`src/rtl/i2s_clkgen_pkg.sv`:
```
package i2s_clkgen_pkg;
  localparam int unsigned SRC_N  = 3;
  localparam int unsigned SRC_W  = 2;
  localparam int unsigned MDIV_W = 5;
  localparam int unsigned SDIV_W = 4;
  localparam int unsigned HALF_SHORT = 16;
  localparam int unsigned HALF_LONG  = 32;

  typedef struct packed {
    logic [MDIV_W-1:0] mdiv;
    logic [SDIV_W-1:0] sdiv;
    logic [SRC_W-1:0]  src;
    logic              fmt64;
    logic              master;
  } fmt_t;

  localparam int unsigned FMT_W = $bits(fmt_t);

  localparam fmt_t FMT_RST = '{mdiv: MDIV_W'(1), sdiv: SDIV_W'(1),
                               src: '0, fmt64: 1'b1, master: 1'b1};

  function automatic logic [MDIV_W+1:0] decode_mdiv(input logic [MDIV_W-1:0] c);
    logic [MDIV_W+1:0] r;
    case (c)
      MDIV_W'(8'h14): r = (MDIV_W+2)'(1);
      MDIV_W'(8'h13): r = (MDIV_W+2)'(3);
      MDIV_W'(8'h12): r = (MDIV_W+2)'(5);
      default:        r = ((MDIV_W+2)'(c) + (MDIV_W+2)'(1)) << 1;
    endcase
    return r;
  endfunction

  function automatic logic [SDIV_W+1:0] decode_sdiv(input logic [SDIV_W-1:0] c);
    logic [SDIV_W+1:0] r;
    case (c)
      SDIV_W'(8'h08): r = (SDIV_W+2)'(1);
      SDIV_W'(8'h09): r = (SDIV_W+2)'(3);
      default:        r = ((SDIV_W+2)'(c) + (SDIV_W+2)'(1)) << 1;
    endcase
    return r;
  endfunction
endpackage

```
`src/rtl/i2s_clkgen_div.sv`:
```
// Edge counter: pulses tog_o on every ratio_i-th tick.
module i2s_clkgen_div #(
  parameter int unsigned CNT_W = 7
) (
  input  logic             clk_i,
  input  logic             rst_ni,
  input  logic             clr_i,
  input  logic             tick_i,
  input  logic [CNT_W-1:0] ratio_i,
  output logic             tog_o
);
  logic [CNT_W-1:0] cnt_q;
  logic             wrap;

  assign wrap  = (cnt_q == ratio_i - CNT_W'(1));
  assign tog_o = tick_i & wrap;

  always_ff @(posedge clk_i or negedge rst_ni) begin
    if (!rst_ni)     cnt_q <= '0;
    else if (clr_i)  cnt_q <= '0;
    else if (tick_i) cnt_q <= wrap ? '0 : cnt_q + CNT_W'(1);
  end
endmodule

```
`src/rtl/i2s_clkgen.sv`:
```
module i2s_clkgen
  import i2s_clkgen_pkg::*;
#(
  parameter int unsigned CNT_W = MDIV_W + 2
) (
  input  logic             clk_i,
  input  logic             rst_ni,
  input  logic [SRC_N-1:0] src_edge_i,
  input  logic             en_i,
  input  logic             fmt_we_i,
  input  logic [FMT_W-1:0] fmt_i,
  input  logic             stop_clr_i,
  output logic             mclk_o,
  output logic             bclk_o,
  output logic             ws_o,
  output logic             bclk_oe_o,
  output logic             stopped_o
);
  localparam int unsigned STAGES = 3;  // mclk, bclk, ws

  fmt_t pend_q, cfg_q;
  logic run_q, mclk_q, bclk_q, ws_q, stopped_q;
  logic [SRC_W-1:0] src_idx;
  logic             src_ev, start, stop_now;

  logic [CNT_W-1:0] ratio [STAGES];
  logic [STAGES-1:0] tick, tog;

  assign src_idx = (cfg_q.src >= SRC_W'(SRC_N)) ? SRC_W'(SRC_N - 1) : cfg_q.src;
  assign src_ev  = src_edge_i[src_idx];

  assign ratio[0] = CNT_W'(decode_mdiv(cfg_q.mdiv));
  assign ratio[1] = CNT_W'(decode_sdiv(cfg_q.sdiv));
  assign ratio[2] = cfg_q.fmt64 ? CNT_W'(HALF_LONG) : CNT_W'(HALF_SHORT);

  assign start    = en_i & ~run_q;
  // halt in place of the next MCLK rising edge, both clocks low
  assign stop_now = run_q & ~en_i & tog[0] & ~mclk_q & ~bclk_q;

  assign tick[0] = run_q & src_ev;
  assign tick[1] = tog[0] & cfg_q.master & ~stop_now;
  assign tick[2] = tog[1] & bclk_q;  // bclk falling edge

  for (genvar g = 0; g < STAGES; g++) begin : g_stage
    i2s_clkgen_div #(.CNT_W(CNT_W)) u_div (
      .clk_i  (clk_i),
      .rst_ni (rst_ni),
      .clr_i  (~run_q),
      .tick_i (tick[g]),
      .ratio_i(ratio[g]),
      .tog_o  (tog[g])
    );
  end

  always_ff @(posedge clk_i or negedge rst_ni) begin
    if (!rst_ni) begin
      pend_q <= FMT_RST;
      cfg_q  <= FMT_RST;
    end else begin
      if (fmt_we_i) pend_q <= fmt_t'(fmt_i);
      if (!run_q)   cfg_q  <= pend_q;
    end
  end

  always_ff @(posedge clk_i or negedge rst_ni) begin
    if (!rst_ni) begin
      run_q     <= 1'b0;
      mclk_q    <= 1'b0;
      bclk_q    <= 1'b0;
      ws_q      <= 1'b0;
      stopped_q <= 1'b0;
    end else begin
      if (start)         run_q <= 1'b1;
      else if (stop_now) run_q <= 1'b0;
      if (tog[0] && !stop_now) mclk_q <= ~mclk_q;
      if (tog[1]) bclk_q <= ~bclk_q;
      if (tog[2]) ws_q   <= ~ws_q;
      if (stop_now)                stopped_q <= 1'b1;
      else if (start || stop_clr_i) stopped_q <= 1'b0;
    end
  end

  assign mclk_o    = mclk_q;
  assign bclk_o    = bclk_q;
  assign ws_o      = ws_q & cfg_q.master;
  assign bclk_oe_o = cfg_q.master;
  assign stopped_o = stopped_q;
endmodule

```
`config.mk`:
```
export PLATFORM = sky130hd
export DESIGN_NAME = i2s_clkgen
export DESIGN_NICKNAME = d
export VERILOG_FILES = /design/src/rtl/i2s_clkgen_pkg.sv /design/src/rtl/i2s_clkgen_div.sv /design/src/rtl/i2s_clkgen.sv
export SDC_FILE = /design/constraint.sdc
export NUM_CORES = 1
export LEC_CHECK = 0
export ABC_CLOCK_PERIOD_IN_PS = 3820
export BUFFER_PORTS_ARGS = -buffer_cell sky130_fd_sc_hd__buf_2
export CORE_AREA = 2 2 114 116
export CTS_CLUSTER_SIZE = 20
export DETAILED_ROUTE_END_ITERATION = 10
export DIE_AREA = 0 0 116 118
export MAX_ROUTING_LAYER = met4
export PLACE_DENSITY = 0.48
export SLEW_MARGIN = 20
export SYNTH_ARGS = -nofsm -noshare
export SYNTH_HDL_FRONTEND = slang
export SYNTH_SLANG_ARGS = --single-unit
```
`constraint.sdc`:
```
create_clock -name clk_i -period 3.82 [get_ports clk_i]
set_input_delay 0.764 -clock clk_i [delete_from_list [all_inputs] [get_ports clk_i]]
set_output_delay 0.764 -clock clk_i [all_outputs]
set_load 0.02 [all_outputs]
```
==> impl_metrics.env <==
export IMPL_grt_pass1_vias=2477
export IMPL_cts_setup_buffers=0
export IMPL_ir_worst_vdd_v=0.000326
export IMPL_p_switching_mw=1.16
export IMPL_cts_root_buf="clkbuf_16"
export IMPL_dp_hpwl_um=5440
export IMPL_max_cap_viol_count=0
export IMPL_crit_chain="inv_1 > ha_1 > nor2b_1 > a211oi_1 > o211ai_1 > a2111oi_0 > nand3_1 > or4_1 > mux2i_1"
export IMPL_ys_seq_elements=52
export IMPL_synth_xor_xnor_area_share=0.0425
export IMPL_dr_pass1_iters=4
export IMPL_post_cts_resize_count=0
export IMPL_core_area_um2=12400
export IMPL_crit_path_top_delay_cell="dfstp_2"
export IMPL_finalPower_mw=2.73
export IMPL_drc_errors=0
export IMPL_dp_cells=518
export IMPL_holdWs_ps=462
export IMPL_finalHoldViolations=0
export IMPL_synthTopCellsByCount="dfrtp_1 (44), mux2_2 (31), nand2_1 (23)"
export IMPL_diodes=0
export IMPL_syn_to_final_growth_pct=12.3
export IMPL_row_count=41
export IMPL_synth_top_family_by_area="simple AND/OR/NAND/NOR gates"
export IMPL_holdCritPathClass="register to register"
export IMPL_synth_area_um2=3410
export IMPL_yosysTopAreaCellShare=0.323
export IMPL_synth_flop_cell="dfrtp_1"
export IMPL_async_flop_share=1.00
export IMPL_fin_area_um2=3830
export IMPL_synth_compound_area_frac=0.154
export IMPL_rsz0062_at_grt="no"
export IMPL_swShare=0.425
export IMPL_synthTopCellsByArea="dfrtp_1 (32%), mux2_2 (10%), dfstp_2 (6.2%), ha_1 (3.3%), nand2_1 (2.5%)"
export IMPL_worstMarginPinSlew_ps=678
export IMPL_drive_above_1_share=0.254
export IMPL_grtUsageTotal=0.115
export IMPL_ys_warnings_count=0
export IMPL_worstPathMaxFanout=10
export IMPL_nFillCells=1340
export IMPL_cp_start_kind="register"
export IMPL_period_share=0.898
export IMPL_place_gp_congestion=0.795
export IMPL_status="finished clean"
export IMPL_arrival_ps=3610
export IMPL_ys_seq_area_frac=0.384
export IMPL_post_dp_cell_area_um2=3690
export IMPL_antenna_found_initial=0
export IMPL_fin_crit_ps=3430
export IMPL_grt_ovfl_total=0
export IMPL_fin_skew_ps=5.82
export IMPL_drv_slew=0
export IMPL_stdcell_count=526
export IMPL_wl_um=7500
export IMPL_post_route_util=0.309
export IMPL_slew_headroom=0.548
export IMPL_cp_top_family="simple AND/OR/NAND/NOR gates"
export IMPL_cts_tree="done"
export IMPL_synthMuxAreaShare=0.120
export IMPL_drt_iter0_markers=117
export IMPL_h_tree_depth=2
export IMPL_io_pins=26
export IMPL_synth_nets=364
export IMPL_leakagePower_nw=1.62
export IMPL_combPwrFrac=0.468
export IMPL_wl_per_cell_um=14.3
export IMPL_timing_setup_tns_ps=0
export IMPL_cts_inserted_buffers=5
export IMPL_start_util=0.275
export IMPL_clk_latency_ps=290
export IMPL_synthCells=334
export IMPL_holdBufCountCts=0
export IMPL_syn_avg_cell_area_um2=10.2
export IMPL_setup_violations=0
export IMPL_vias_per_cell=4.94
export IMPL_clk_pin_slew_ps=80
export IMPL_ant_nets=0
export IMPL_power_density_nw_per_um2=712
export IMPL_path_class="register to register"
export IMPL_fmax_ghz=0.291
export IMPL_fp_dieH_um=118
export IMPL_p_seq_frac=0.363
export IMPL_intPower_mw=1.57
export IMPL_endpoint_kind="register"
export IMPL_cts_sinks=52
export IMPL_dieWidth_um=116
export IMPL_crit_required_ps=4000
export IMPL_synth_edff_count=0
export IMPL_synth_cell_types=66
export IMPL_io_buffers=25
export IMPL_grt_max_degree=42
export IMPL_synth_most_common_cell="dfrtp_1"
export IMPL_postLayoutSetupSlackWorst_ps=389
export IMPL_yosys_area_top_type="dfrtp_1"
export IMPL_synthAdderAreaFrac=0.0330
export IMPL_cts_path_max_buffers=2
export IMPL_cpPeakStageDelay_ps=630
export IMPL_synth_simple_area_share=0.221
export IMPL_fp_dieArea_um2=13700
export IMPL_dp_slack_ps=393
export IMPL_fin_nets=383
export IMPL_clockPowerShare=0.169
export IMPL_grt_pass1_wl_um=12700
export IMPL_cp_num_buf_inv=1
export IMPL_vias=2597
state kept, by name (all words and copies together) (netlist names):
name	flops
pend_q	13
cfg_q	12
g_stage.u_div.cnt_q	21
run_q	1
stopped_o	1
bclk_o	1
bclk_oe_o	1
mclk_o	1
ws_q	1
power groups by stage:
stage	registers [mW]	clock network, mW	logic, mW
CTS	0.992	0.476	1.29
global placement	0.993	0	1.27
floorplan	0.879	0	1.14
global route	1.03	0.495	1.43
detailed placement	0.999	0	1.28
finish	0.991	0.461	1.28
per-layer routing:
layer,vias to the layer above,wire (um),track usage
met3,2,204,0.0118
met1,1256,3910,0.173
met2,40,3330,0.166
met5,-,0,-
li1,1299,-,-
met4,0,55,0.0283
final timing paths:
check | from | to | slack [ps] | depth (start not counted)
max in group asynchronous | rst_ni | bclk_oe_o | 2500 | 2
hold reg to reg | ws_q | ws_q | 460 | 1
setup reg to reg | cfg_q[4] | g_stage[2].u_div.cnt_q[2] | 390 | 9
min in group asynchronous | rst_ni | cfg_q[12] | 500 | 1
setup / recovery | cfg_q[4] | g_stage[2].u_div.cnt_q[2] | 390 | 9
hold / removal | ws_q | ws_q | 460 | 1
cell type report:
cell class | count | area [um^2] | share of cell area
sequential | 52 | 1310 | 0.342
multi-input combinational | 252 | 1950 | 0.508
timing repair buffer | 31 | 170 | 0.0444
inverter | 11 | 41.3 | 0.0108
clock inverter | 3 | 21.3 | 0.00555
tap | 172 | 215 | 0.0561
clock buffer | 5 | 125 | 0.0326
placed cells by master (no fill, tap or decap), types with 3 or more instances in the layout:
master,instances
a2111oi_0,6
a21oi_1,8
a221o_1,4
a32o_1,5
and2_1,5
and3_1,9
and3b_1,6
buf_2,25
buf_4,6
clkbuf_16,5
dfrtp_1,44
dfstp_2,8
ha_1,9
inv_1,11
mux2_2,31
mux2i_1,6
nand2_1,23
nand2b_1,8
nand3_1,7
nand3b_1,5
nand4_1,5
nor2_1,10
nor2b_1,7
nor3_1,9
nor4_1,9
o211ai_1,8
o21a_1,4
o21ai_0,7
o31ai_1,3
or4_1,3
xnor2_1,8
xor2_1,6
logic make-up (layout without fill, tap and decap cells):
logic type,after synthesis,after routing
mux,37,37
xor+xnor,15,15
simple gates,123,123
fa+ha+maj,9,9
buf+inv,30,50
flops,52,52
compound gates,68,68
Power figures use the tool's default switching activity.
